[src/rtl/asram_pkg.sv]
package asram_pkg;

  typedef enum logic [2:0] {
    ST_IDLE   = 3'd0,
    ST_RADDR  = 3'd1,
    ST_RACC   = 3'd2,
    ST_REND   = 3'd3,
    ST_WADDR  = 3'd4,
    ST_WDATA  = 3'd5,
    ST_WPULSE = 3'd6,
    ST_WHOLD  = 3'd7
  } asram_state_e;

endpackage

[src/rtl/asram_phase_cnt.sv]
module asram_phase_cnt #(
  parameter int CW = 3
) (
  input  logic          clk,
  input  logic          rst_n,
  input  logic          load,
  input  logic [CW-1:0] load_val,
  output logic          last
);

  logic [CW-1:0] cnt;

  always_ff @(posedge clk or negedge rst_n) begin
    if (!rst_n) begin
      cnt <= '0;
    end else if (load) begin
      cnt <= load_val;
    end else if (cnt != '0) begin
      cnt <= cnt - 1'b1;
    end
  end

  assign last = (cnt == CW'(1));

  // a phase of zero cycles would never end
  p_load_nonzero_r4: assert property (@(posedge clk) disable iff (!rst_n)
    load |-> (load_val != '0));

endmodule

[src/rtl/asram_turn_guard.sv]
module asram_turn_guard #(
  parameter int CW   = 3,
  parameter int TURN = 3
) (
  input  logic clk,
  input  logic rst_n,
  input  logic start,
  output logic clear
);

  logic [CW-1:0] left;

  always_ff @(posedge clk or negedge rst_n) begin
    if (!rst_n) begin
      left <= '0;
    end else if (start) begin
      left <= CW'(TURN);
    end else if (left != '0) begin
      left <= left - 1'b1;
    end
  end

  assign clear = (left == '0);

  p_guard_bounded_r8: assert property (@(posedge clk) disable iff (!rst_n)
    (!start && left != '0) |=> (left == $past(left) - 1'b1));

endmodule

[src/rtl/asram_ctrl.sv]
module asram_ctrl
  import asram_pkg::*;
#(
  parameter int AW        = 16,
  parameter int DW        = 8,
  parameter int RD_CYC    = 2,
  parameter int WR_CYC    = 2,
  parameter int SETUP_CYC = 1,
  parameter int TURN_CYC  = 3
) (
  input  logic          clk,
  input  logic          rst_n,
  input  logic          req_valid,
  output logic          req_ready,
  input  logic          req_write,
  input  logic [AW-1:0] req_addr,
  input  logic [DW-1:0] req_wdata,
  output logic          rsp_valid,
  output logic [DW-1:0] rsp_rdata,
  output logic [AW-1:0] mem_addr,
  output logic          mem_cs_n,
  output logic          mem_cs,
  output logic          mem_we_n,
  output logic          mem_oe_n,
  output logic [DW-1:0] mem_dq_o,
  output logic          mem_dq_oe,
  input  logic [DW-1:0] mem_dq_i
);

  localparam int MAX_A = (RD_CYC > WR_CYC) ? RD_CYC : WR_CYC;
  localparam int MAX_B = (SETUP_CYC > TURN_CYC) ? SETUP_CYC : TURN_CYC;
  localparam int MAXC  = (MAX_A > MAX_B) ? MAX_A : MAX_B;
  localparam int CW    = $clog2(MAXC + 1);

  generate
    if (RD_CYC < 1 || WR_CYC < 1 || SETUP_CYC < 1 || TURN_CYC < 1) begin : g_bad_cfg
      $error("asram_ctrl: every phase count must be at least 1");
    end
  endgenerate

  asram_state_e  state, nxt;
  logic          ph_load, ph_last, turn_start, turn_clear;
  logic [CW-1:0] ph_val;
  logic [AW-1:0] addr_q;
  logic [DW-1:0] wdata_q, rdata_q;
  logic          rsp_q;
  logic          cs_n_q, cs_q, we_n_q, oe_n_q, dq_oe_q;

  // ---------------- sequencing ----------------
  always_comb begin
    nxt = state;
    unique case (state)
      ST_IDLE:   if (req_valid) nxt = req_write ? ST_WADDR : ST_RADDR;
      ST_RADDR:  nxt = ST_RACC;
      ST_RACC:   if (ph_last) nxt = ST_REND;
      ST_REND:   nxt = ST_IDLE;
      ST_WADDR:  if (turn_clear) nxt = ST_WDATA;
      ST_WDATA:  if (ph_last) nxt = ST_WPULSE;
      ST_WPULSE: if (ph_last) nxt = ST_WHOLD;
      ST_WHOLD:  nxt = ST_IDLE;
      default:   nxt = ST_IDLE;
    endcase
  end

  always_comb begin
    unique case (nxt)
      ST_RACC:   ph_val = CW'(RD_CYC);
      ST_WDATA:  ph_val = CW'(SETUP_CYC);
      ST_WPULSE: ph_val = CW'(WR_CYC);
      default:   ph_val = CW'(1);
    endcase
  end

  assign ph_load    = (nxt != state);
  assign turn_start = (state == ST_RACC) && ph_last;
  assign req_ready  = (state == ST_IDLE);

  asram_phase_cnt #(.CW(CW)) u_phase (
    .clk      (clk),
    .rst_n    (rst_n),
    .load     (ph_load),
    .load_val (ph_val),
    .last     (ph_last)
  );

  asram_turn_guard #(.CW(CW), .TURN(TURN_CYC)) u_turn (
    .clk   (clk),
    .rst_n (rst_n),
    .start (turn_start),
    .clear (turn_clear)
  );

  // ---------------- registered pin drive ----------------
  always_ff @(posedge clk or negedge rst_n) begin
    if (!rst_n) begin
      state   <= ST_IDLE;
      cs_n_q  <= 1'b1;
      cs_q    <= 1'b0;
      we_n_q  <= 1'b1;
      oe_n_q  <= 1'b1;
      dq_oe_q <= 1'b0;
    end else begin
      state   <= nxt;
      cs_n_q  <= (nxt == ST_IDLE);
      cs_q    <= (nxt != ST_IDLE);
      we_n_q  <= (nxt != ST_WPULSE);
      oe_n_q  <= (nxt != ST_RACC);
      dq_oe_q <= (nxt == ST_WDATA) || (nxt == ST_WPULSE) || (nxt == ST_WHOLD);
    end
  end

  always_ff @(posedge clk or negedge rst_n) begin
    if (!rst_n) begin
      addr_q  <= '0;
      wdata_q <= '0;
      rdata_q <= '0;
      rsp_q   <= 1'b0;
    end else begin
      if (state == ST_IDLE && req_valid) begin
        addr_q  <= req_addr;
        wdata_q <= req_wdata;
      end
      rsp_q <= turn_start;
      if (turn_start) rdata_q <= mem_dq_i;
    end
  end

  assign mem_addr  = addr_q;
  assign mem_cs_n  = cs_n_q;
  assign mem_cs    = cs_q;
  assign mem_we_n  = we_n_q;
  assign mem_oe_n  = oe_n_q;
  assign mem_dq_o  = wdata_q;
  assign mem_dq_oe = dq_oe_q;
  assign rsp_valid = rsp_q;
  assign rsp_rdata = rdata_q;

  // ---------------- assertions ----------------
  logic [CW-1:0] oe_quiet;
  always_ff @(posedge clk or negedge rst_n) begin
    if (!rst_n)                   oe_quiet <= CW'(TURN_CYC);
    else if (!mem_oe_n)           oe_quiet <= '0;
    else if (oe_quiet != CW'(TURN_CYC)) oe_quiet <= oe_quiet + 1'b1;
  end

  p_idle_quiet_r1: assert property (@(posedge clk) disable iff (!rst_n)
    req_ready |-> (mem_cs_n && !mem_cs && mem_we_n && mem_oe_n && !mem_dq_oe));

  p_accept_r2: assert property (@(posedge clk) disable iff (!rst_n)
    (req_valid && req_ready) |=> !req_ready);

  p_we_after_sel_r3: assert property (@(posedge clk) disable iff (!rst_n)
    $fell(mem_we_n) |-> $past(!mem_cs_n && mem_cs));

  p_oe_after_sel_r3: assert property (@(posedge clk) disable iff (!rst_n)
    $fell(mem_oe_n) |-> $past(!mem_cs_n && mem_cs));

  p_addr_hold_r3: assert property (@(posedge clk) disable iff (!rst_n)
    (!mem_cs_n && $past(!mem_cs_n)) |-> $stable(mem_addr));

  p_rsp_on_oe_r5: assert property (@(posedge clk) disable iff (!rst_n)
    $rose(mem_oe_n) |-> rsp_valid);

  p_rsp_pulse_r5: assert property (@(posedge clk) disable iff (!rst_n)
    rsp_valid |=> !rsp_valid);

  p_we_data_r6: assert property (@(posedge clk) disable iff (!rst_n)
    !mem_we_n |-> mem_dq_oe);

  p_data_hold_r6: assert property (@(posedge clk) disable iff (!rst_n)
    $rose(mem_we_n) |-> (mem_dq_oe && $stable(mem_dq_o)));

  p_no_fight_r7: assert property (@(posedge clk) disable iff (!rst_n)
    mem_dq_oe |-> mem_oe_n);

  p_turnaround_r8: assert property (@(posedge clk) disable iff (!rst_n)
    $rose(mem_dq_oe) |-> (oe_quiet >= CW'(TURN_CYC)));

  p_strobe_release_r10: assert property (@(posedge clk) disable iff (!rst_n)
    ($past(!mem_cs_n) && (mem_cs_n || !$stable(mem_addr))) |-> $past(mem_we_n && mem_oe_n));

endmodule

[config.mk]
export PLATFORM = sky130hd
export DESIGN_NAME = asram_ctrl
export DESIGN_NICKNAME = d
export VERILOG_FILES = /design/src/rtl/asram_pkg.sv /design/src/rtl/asram_phase_cnt.sv /design/src/rtl/asram_turn_guard.sv /design/src/rtl/asram_ctrl.sv
export SDC_FILE = /design/constraint.sdc
export NUM_CORES = 1
export LEC_CHECK = 0
export BUFFER_PORTS_ARGS = -buffer_cell sky130_fd_sc_hd__buf_2
export CAP_MARGIN = 20
export CORE_MARGIN = 8
export CORE_UTILIZATION = 45
export CTS_CLUSTER_DIAMETER = 200
export DETAILED_ROUTE_END_ITERATION = 10
export PLACE_DENSITY = 0.74
export SLEW_MARGIN = 40
export SYNTH_ARGS = -nofsm -noshare
export SYNTH_HDL_FRONTEND = slang
export SYNTH_SLANG_ARGS = --single-unit
[constraint.sdc]
create_clock -name clk -period 4.35 [get_ports clk]
set_clock_uncertainty 0.05 [all_clocks]
set_input_delay 0.6525 -clock clk [delete_from_list [all_inputs] [get_ports clk]]
set_output_delay 0.6525 -clock clk [all_outputs]
set_load 0.02 [all_outputs]
==> run_results.csv, run 1 <==
group,metric,value,unit
critical_path,cp-start-kind,"flop",
clock_network,post_cts_resized,0,
die,die_area,6756,um2
final_layout,filler_cell_count,342,
clock_network,clkLatencyLatePin,290,ps
power,cellLeakagePower,1.223,nW
flow_run,maxCapViolCount,0,
final_layout,final_cell_mix,"buf_2 (73), dfrtp_1 (42), mux2_4 (20)",
critical_path,critPathMaxFanout,9,
timing,final.min_clock_period,1954,ps
drt,drt_iter0_drc,71,
placement,post-dp-hpwl,2846,um
clock_network,clock_path_buffers,2,
yosys,ys_seq_elements,45,
timing,timing.fmax,511.7,MHz
clock_network,hold_buffers,0,
yosys,synth_compound_area_share,4.061,%
yosys,async_reset_ff_share,100.0,%
drt,drc,0,
drt,ant_nets,0,
yosys,syn_nets,171,
placement,portBuffers,74,
yosys,synth-simple-area-share,6.853,%
yosys,synthFlopType,"dfrtp_1",
timing,worst_slew_pin_slew,557.4,ps
final_layout,final_common_cell,"buf_2",
timing,final.setup.tns,0,ps
timing,finalCritPeriodShare,44.92,%
yosys,synthCells,132,
clock_network,cts_made_buffers,5,
critical_path,critPathRequiredTime,3650,ps
critical_path,path_cells,"nor3_4, buf_2",
timing,slew_violations,0,
yosys,ys_seq_area_share,57.30,%
die,initial_core_util,45.92,%
status,status,"completed",
die,fp.dieH,82.20,um
power,power.density,783.6,nW/um2
clock_network,cts_setup_buffers,0,
clock_network,cts_tree,"yes",
global_routing,grt_pass1_wl,6099,um
drt,wl_per_cell,14.87,um
yosys,synth_top_family_by_area,"multiplexers",
yosys,syn_avg_cell_area,14.94,um2
critical_path,arrival,1250,ps
die,core,4294,um2
yosys,synth_cell_types,32,
final_layout,antennaDiodeCount,0,
clock_network,path_clk_slew,80,ps
critical_path,cp_slowest_stage_delay,520,ps
timing,timing.hold.ws,289.2,ps
timing,setup_violations,0,
drt,wl,3852,um
critical_path,path_delay_family,"flip-flops",
timing,grt_setup_unrepaired,"false",
drt,routed_via_density,4.753,
clock_network,cts_max_level,2,
timing,finalHoldViolCount,0,
yosys,muxShareOfSynthArea,23.16,%
placement,routabilityCongestion,0.8047,
global_routing,grt_max_degree,46,
clock_network,clock-sinks,45,
timing,slew_headroom,62.84,%
power,vdd_ir_drop_max,0.3794,mV
global_routing,antenna_found_initial,0,
die,ios,75,
yosys,yosysWarningCount,0,
yosys,synth-xor-area-share,0.8883,%
final_layout,drive_above_1_share,52.66,%
critical_path,path_buf_inv,1,
final_layout,finalNetCount,245,
global_routing,grt_pass1_vias,1317,
drt,drt-pass1-iter-count,4,
global_routing,overflow,0,
die,die_x,82.20,um
yosys,synthesis.area,1972,um2
worst_hold_path,hp-class,"input port to asynchronous set/reset pin",
critical_path,cp-end-kind,"output pin",
critical_path,critPathSlowestCell,"dfrtp_1",
drt,num_vias,1231,
clock_network,cts_root_buf,"clkbuf_8",
final_layout,syn_to_final_growth,22.27,%
yosys,yosys.area_share.adder,1.904,%
critical_path,path_class,"flop to output pin",
yosys,synth_edf_count,0,
global_routing,grt_use_total,11.68,%
die,rows,24,
[cells in the mapped netlist (2+ instances only)]
cell / count / area (um2)
mux2_4: 20 / 300.3
ha_1: 3 / 37.54
nor2_1: 5 / 18.77
mux2_1: 13 / 146.4
xor2_1: 2 / 17.52
o21ai_1: 3 / 15.01
nand2_1: 8 / 30.03
buf_12: 2 / 40.04
dfrtp_1: 42 / 1051
nand2b_1: 3 / 18.77
buf_4: 3 / 22.52
inv_1: 6 / 22.52
dfstp_2: 3 / 78.83
[cell families after synthesis]
kind of cell | count (synthesis)
xor+xnor | 2
compound gates | 11
simple gates | 23
flops | 45
mux | 34
buf+inv | 14
fa+ha+maj | 3
[worst paths after layout]
check | from | endpoint | slack (ps) | cells past startpoint
hold reg to reg | mem_addr[1]$_DFFE_PN0P_ | mem_addr[1]$_DFFE_PN0P_ | 430 | 1
min in group clk | mem_addr[1]$_DFFE_PN0P_ | mem_addr[1]$_DFFE_PN0P_ | 430 | 1
setup reg to reg | u_phase.cnt[1]$_DFFE_PN0P_ | rsp_rdata[6]$_DFFE_PN0P_ | 2550 | 5
max in group asynchronous | rst_n | mem_we_n$_DFF_PN1_ | 3560 | 1
hold / removal | rst_n | mem_dq_o[3]$_DFFE_PN0P_ | 290 | 1
setup / recovery | state[1]$_DFF_PN0_ | req_ready | 2400 | 2
[per-stage QoR]
| step | cell area, um2 | instances | power [mW] | setup slack [ps] | utilization, % |
|---|---|---|---|---|---|
| 2_1_floorplan | 1972 | 132 | 1.413 | 2659 | - |
| 3_5_place_dp | 2321 | 251 | 1.660 | 2357 | 54.05 |
| 6_report | 2411 | 259 | 1.889 | 2396 | 56.15 |
| 5_1_grt | 2411 | 259 | 2.030 | 2322 | 56.15 |
| 4_1_cts | 2405 | 259 | 1.917 | 2352 | 56.00 |
| 3_3_place_gp | 2318 | 251 | 1.642 | 2469 | 53.99 |
[metal layers]
metal | track usage [%] | share of wire, %
met1 | 14.48 | 43
met2 | 17.93 | 45
met3 | 4.004 | 12
met4 | 5.439 | 0.65
met5 | 0 | 0
[flip-flops by register name, indices dropped and copies added (netlist names)]
signal and cells:
rsp_rdata 8, mem_cs_n 1, mem_oe_n 1, rsp_valid 1
state 3, mem_cs 1, mem_dq_oe 1, mem_we_n 1
mem_dq_o 8, mem_addr 16, u_turn.left 2, u_phase.cnt 2
[power breakdown]
part / internal [mW] / switching, mW / total (mW) / leakage (nW)
logic: 0.409 / 0.487 / 0.897 / 0.653
clock network: 0.114 / 0.128 / 0.242 / 0.0385
registers: 0.627 / 0.124 / 0.751 / 0.532
total: 1.15 / 0.739 / 1.89 / 1.22
[area by class of cell]
cell class	instances	area [um2]	area share [%]
sequential	45	1130	46.86
multi-input combinational	73	733.2	30.41
timing repair buffer	74	372.9	15.46
clock buffer	7	76.32	3.166
tap	52	65.06	2.698
inverter	7	26.28	1.090
clock inverter	1	7.507	0.3114
Power figures use the tool's default switching activity.
==> run 2, diff against run 1 <==
- ABC_AREA: not set -> 1
- PLACE_DENSITY: 0.74 -> 0.75
- clock period: 4.35 -> 1.8 ns (I/O delays scaled with it)
==> run 2 against run 1 <==
Net effect: die area fell by 1.4%; critical path depth rose by 3; worst setup slack got worse by 2200 ps; sequential cell count did not move; routed wire length rose by 8.1%; core utilization rose by 1.4 points; global-route usage rose by 1.4 points; largest cell class unchanged; critical endpoint is now mem_dq_o[5]$_DFFE_PN0P_; clock-buffer cell count fell by 1; via count rose by 9.8%; register-to-register slack got worse by 2300 ps; worst hold slack got worse by 170 ps.
==> run_results.csv, run 2 <==
group,metric,value,unit
clock_network,cts_max_level,2,
final_layout,multi_input_area,691.9,um2
drt,wl_met2,1985,um
final_layout,ff_latch_area,1130,um2
final_layout,filler_cell_count,360,
placement,portBuffers,74,
clock_network,cts_made_buffers,5,
final_layout,syn_to_final_growth,26.60,%
yosys,synthesis.area,1938,um2
timing,final.min_clock_period,1575,ps
critical_path,cp-end-kind,"flop",
die,fp.dieH,81.63,um
power,power.density,2000,nW/um2
timing,finalCritPeriodShare,87.52,%
yosys,synth_top_area_share,54.23,%
status,status,"completed",
yosys,synthCells,161,
clock_network,path_clk_slew,80,ps
timing,timing.fmax,634.8,MHz
flow_run,maxCapViolCount,0,
placement,routabilityCongestion,0.7430,
drt,drc,0,
timing,slew_violations,0,
drt,routed_via_density,4.583,
clock_network,clock_path_buffers,2,
yosys,netlist.top_cell.by_area,"dfrtp_1",
yosys,syn_avg_cell_area,12.04,um2
drt,wl_per_cell,14.12,um
critical_path,cp-start-kind,"flop",
clock_network,post_cts_resized,0,
yosys,synth_edf_count,0,
clock_network,clkLatencyLatePin,300,ps
drt,top_layer,"met4",
yosys,yosysWarningCount,0,
final_layout,finalNetCount,281,
power,vdd_ir_drop_max,1.093,mV
global_routing,grt_pass1_vias,1438,
worst_hold_path,hp-class,"input port to flop",
timing,finalHoldViolCount,0,
yosys,synth_commonest_cells,"nand2_1 (43), dfrtp_1 (42), mux2_4 (20)",
drt,met1_length,1740,um
global_routing,grt_pass1_wl,6727,um
global_routing,grt_max_degree,29,
clock_network,clock-sinks,45,
critical_path,critPathMaxFanout,24,
placement,post-dp-hpwl,3152,um
critical_path,critPathRequiredTime,1940,ps
die,die_x,81.63,um
final_layout,largest_reg_flops,16,
yosys,synth_cell_types,21,
power,cellLeakagePower,1.385,nW
timing,slew_headroom,71.05,%
timing,worst_slew_pin_slew,433.9,ps
yosys,synthTopCellsByArea,"dfrtp_1 (54%), mux2_4 (15%), nand2_1 (8.3%)",
drt,ant_nets,0,
die,rows,24,
drt,num_vias,1352,
yosys,syn_nets,200,
final_layout,drive_above_1_share,48.15,%
global_routing,grt_use_total,13.06,%
final_layout,antennaDiodeCount,0,
die,initial_core_util,45.45,%
critical_path,crit_start,"state[2]$_DFF_PN0_",
yosys,ys_seq_area_share,58.30,%
global_routing,overflow,0,
drt,wl,4165,um
timing,setup_violations,0,
drt,drt_iter0_drc,37,
die,die_area,6663,um2
final_layout,final_util,57.54,%
critical_path,path_class,"flop to flop",
final_layout,final_common_cell,"buf_2",
die,core,4264,um2
yosys,synthFlopType,"dfrtp_1",
critical_path,arrival,1710,ps
drt,met3_length,369,um
worst_hold_path,hp-start,"mem_dq_i[3]",
clock_network,cts_root_buf,"clkbuf_8",
die,ios,75,
critical_path,r2r-start,"state[2]$_DFF_PN0_",
global_routing,antenna_found_initial,0,
yosys,yosysMostFrequentCell,"nand2_1",
yosys,ys_seq_elements,45,
drt,drt-pass1-iter-count,4,
timing,final.setup.tns,0,ps
timing,grt_setup_unrepaired,"false",
clock_network,cts_tree,"yes",
yosys,async_reset_ff_share,100.0,%
final_layout,final_cell_mix,"buf_2 (74), nand2_1 (43), dfrtp_1 (42)",
-- run 2: changes by cell type in the layout (fill, tap and decap cells not counted), moves of 2 or more --
cell	previous run	this run
nand2_1	8	43
mux2_1	13	0
inv_1	6	17
nand3_1	0	7
mux2_2	0	5
nand2b_1	3	0
o21ai_1	3	0
nor3_4	2	0
o21ai_0	1	3
-- run 2: logic make-up (layout without fill, tap and decap cells) --
logic type                 after synthesis  count (layout)  synth area share (%)
buffers and inverters                   22             104                 6.004
AOI/OAI and AO/OA                        5               5                 1.420
xor gates and xnor gates                 2               2                0.9040
and+or+nand+nor                         59              59                 13.04
muxes                                   25              25                 18.40
DFF                                     45              45                 58.30
adders and majority gates                3               3                 1.937
-- run 2: layout make-up --
cell class / instances / share of cell area, %
Clock inverter: 2 / 0.6119
Tap cell: 52 / 2.652
Timing Repair Buffer: 77 / 16.62
Clock buffer: 6 / 2.958
Inverter: 19 / 2.907
Multi-Input combinational cell: 94 / 28.20
Sequential cell: 45 / 46.05
-- run 2: routing by layer --
layer | vias up | GRT usage (%)
li1 | 670 | -
met1 | 636 | 15.16
met2 | 41 | 21.24
met3 | 5 | 4.048
met4 | 0 | 7.018
met5 | - | 0
-- run 2: what timing repair did --
action                    in CTS  in global routing
hold endpoints to repair      17                  0
setup buffers                  0                  0
hold buffers                   1                  0
-- run 2: final timing paths --
check,endpoint,cells after the start,slack (ps)
min in group asynchronous,mem_dq_o[2]$_DFFE_PN0P_,2,390
hold / removal,rsp_rdata[3]$_DFFE_PN0P_,3,120
setup reg to reg,mem_dq_o[5]$_DFFE_PN0P_,5,220
max in group asynchronous,mem_oe_n$_DFF_PN1_,3,740
setup / recovery,mem_dq_o[5]$_DFFE_PN0P_,5,220
hold reg to reg,rsp_rdata[0]$_DFFE_PN0P_,2,420
-- run 2: through the flow --
step / setup WS (ps) / cell area (um2) / hold WS [ps] / cells / power, mW
final: 224.6 / 2454 / 123.8 / 295 / 4.908
after global routing: 64.90 / 2454 / 132.1 / 295 / 5.314
after global placement: 294.0 / 2356 / 166.8 / 286 / 4.272
after detailed placement: 227.9 / 2356 / 173.4 / 286 / 4.341
after floorplan: 355.8 / 1938 / -75.59 / 161 / 3.642
after CTS: 222.8 / 2454 / 119.4 / 295 / 4.969
-- run 2: worst max-delay path: stages, from the launching register on --
cell and delay (ps):
dfrtp_1 470, inv_2 80, nand2_2 80, inv_2 60, nand2_4 330, mux2_2 390
-- run 2: power breakdown --
group	switching, mW	internal [mW]	total (mW)
Combinational	1.43	1.06	2.48
Sequential	0.275	1.54	1.82
Clock	0.334	0.273	0.607
Total	2.04	2.87	4.91
==> run 3, diff against run 2 <==
- CAP_MARGIN: 20 -> not set
- CORE_MARGIN: 8 -> 2
==> run 3 against run 2 <==
Net effect: sequential cell count is the same; core utilization increased by 2.7 points; largest cell class unchanged; worst setup slack worse by 20 ps; clock power fell by 3.6%; total power hardly changed; first-iteration DRC count is 89% higher; critical endpoint is now u_phase.cnt[0]$_DFFE_PN0P_; cell area up 0.26%; via count up 2.9%; clock-buffer cell count grew 1; maximum frequency shrank 1.2%; cell count unchanged.
==> run_results.csv, run 3 (synthesized netlist as in run 2, its figures left out) <==
group,metric,value,unit
final_layout,syn_to_final_growth,26.92,%
final_layout,largest_reg_flops,16,
critical_path,crit_top_cell,"nand2_1",
global_routing,grt_pass1_vias,1415,
clock_network,cts_tree,"yes",
critical_path,arrival,1710,ps
power,p_int,2.891,mW
drt,drt_iter0_drc,70,
global_routing,overflow,0,
drt,routed_via_density,4.715,
power,vdd_ir_drop_max,0.8814,mV
clock_network,cts_made_buffers,5,
critical_path,critPathSlowestCell,"dfrtp_1",
final_layout,antennaDiodeCount,0,
global_routing,grt_use_total,16.82,%
timing,worst_slew_pin_slew,436.7,ps
final_layout,final_common_cell,"buf_2",
power,cellLeakagePower,1.400,nW
critical_path,cp-start-kind,"flop",
placement,routabilityCongestion,0.7694,
clock_network,clock_path_buffers,2,
clock_network,cts_root_buf,"clkbuf_8",
critical_path,path_class,"flop to flop",
critical_path,path_delay_family,"simple AND/OR/NAND/NOR gates",
power,switching_share,41.14,%
placement,post-dp-hpwl,2829,um
timing,worst_slack,204.7,ps
placement,dpl_cell_area,2369,um2
timing,slew_headroom,70.89,%
critical_path,path_cells,"ha_1, nand3_1, nand2_1, inv_1, nand2_1, nand2_1, nand2_1, nand2_1, o21ai_0",
drt,ant_nets,0,
power,power.density,1997,nW/um2
timing,finalHoldViolCount,0,
clock_network,cts_max_level,2,
final_layout,final_util,60.20,%
timing,timing.fmax,626.8,MHz
power,seq_power_share,36.8,%
flow_run,maxCapViolCount,0,
worst_hold_path,hp-class,"input port to flop",
die,initial_core_util,47.43,%
drt,drc,0,
final_layout,final_cell_mix,"buf_2 (74), nand2_1 (43), dfrtp_1 (42)",
placement,post-place-ws,234.0,ps
final_layout,final_area,2460,um2
global_routing,grt_max_degree,25,
timing,slew_violations,0,
die,fp.dieH,69.63,um
critical_path,cp_slowest_stage_delay,410,ps
timing,final.setup.tns,0,ps
global_routing,grt_pass1_wl,6348,um
power,p_clk_share,11.9,%
global_routing,antenna_found_initial,0,
drt,wl_per_cell,12.81,um
power,power,4.912,mW
timing,final.min_clock_period,1595,ps
die,rows,23,
clock_network,path_clk_slew,80,ps
timing,setup_violations,0,
die,die_x,69.63,um
drt,num_vias,1391,
status,status,"completed",
placement,portBuffers,74,
power,combPwrFrac,51.3,%
final_layout,finalNetCount,283,
clock_network,clkLatencyLatePin,290,ps
clock_network,cts_setup_buffers,0,
critical_path,path_buf_inv,1,
die,core,4086,um2
power,power_switching,2.021,mW
drt,wl,3779,um
timing,finalCritPeriodShare,88.63,%
drt,drt-pass1-iter-count,4,
critical_path,critPathMaxFanout,4,
clock_network,clock-sinks,45,
critical_path,cp-end-kind,"flop",
die,ios,75,
timing,grt_setup_unrepaired,"false",
critical_path,critPathRequiredTime,1920,ps
die,die_area,4848,um2
final_layout,drive_above_1_share,48.16,%
## run 3: cell count changes in the layout (fill, tap and decap cells not counted)
cell	change
buf_4	+2
clkinvlp_4	-2
clkbuf_1	+1
clkinv_2	+1
## run 3: per-layer routing
layer | track usage [%] | vias to the layer above | part of all wire [%]
met2 | 28.95 | 44 | 51
met4 | 6.410 | 0 | 1.3
met3 | 5.814 | 5 | 6.9
met5 | 0 | - | 0
li1 | - | 678 | -
met1 | 19.26 | 664 | 41
## run 3: worst paths after layout
kind                       cells after the start                       start  slack [ps]                    endpoint
max in group asynchronous                      3                       rst_n         730          mem_oe_n$_DFF_PN1_
min in group asynchronous                      2                       rst_n         390          state[2]$_DFF_PN0_
min reg2reg                                    2    rsp_rdata[6]$_DFFE_PN0P_         420    rsp_rdata[6]$_DFFE_PN0P_
max                                            9  u_phase.cnt[0]$_DFFE_PN0P_         200  u_phase.cnt[0]$_DFFE_PN0P_
max reg2reg                                    9  u_phase.cnt[0]$_DFFE_PN0P_         200  u_phase.cnt[0]$_DFFE_PN0P_
min                                            3                 mem_dq_i[0]         120    rsp_rdata[0]$_DFFE_PN0P_
## run 3: power by group through the flow
stage	Sequential, mW	Combinational [mW]	Clock, mW
floorplan	2.34	1.30	0
global placement	1.83	2.44	0
detailed placement	1.83	2.52	0
CTS	1.82	2.55	0.610
global route	1.88	2.75	0.659
finish	1.81	2.52	0.585
## run 3: through the flow
stage / hold WS [ps] / cells
final: 121.6 / 295
after global routing: 119.6 / 295
after CTS: 110.2 / 295
after detailed placement: 182.7 / 286
after global placement: 176.3 / 286
after floorplan: -75.59 / 161
## run 3: repair_timing
| item | 4_1_cts | 5_1_grt |
|---|---|---|
| hold buffers | 1 | 0 |
| endpoints found under the hold margin | 14 | 0 |
| gates resized for setup | 0 | 0 |
## run 3: area by class of cell
type                       count  area, um2
clock buffer                   7      76.32
sequential                    45       1130
timing repair buffer          79      422.9
multi-input combinational     94      691.9
inverter                      19      71.32
fill                         352       1627
tap                           50      62.56
clock inverter                 1      5.005
## run 3: worst register-to-register path: stages (launching register included)
cell and delay, ps:
dfrtp_1 410, ha_1 240, nand3_1 160, nand2_1 90, inv_1 50, nand2_1 60
nand2_1 130, nand2_1 90, nand2_1 100, o21ai_0 100
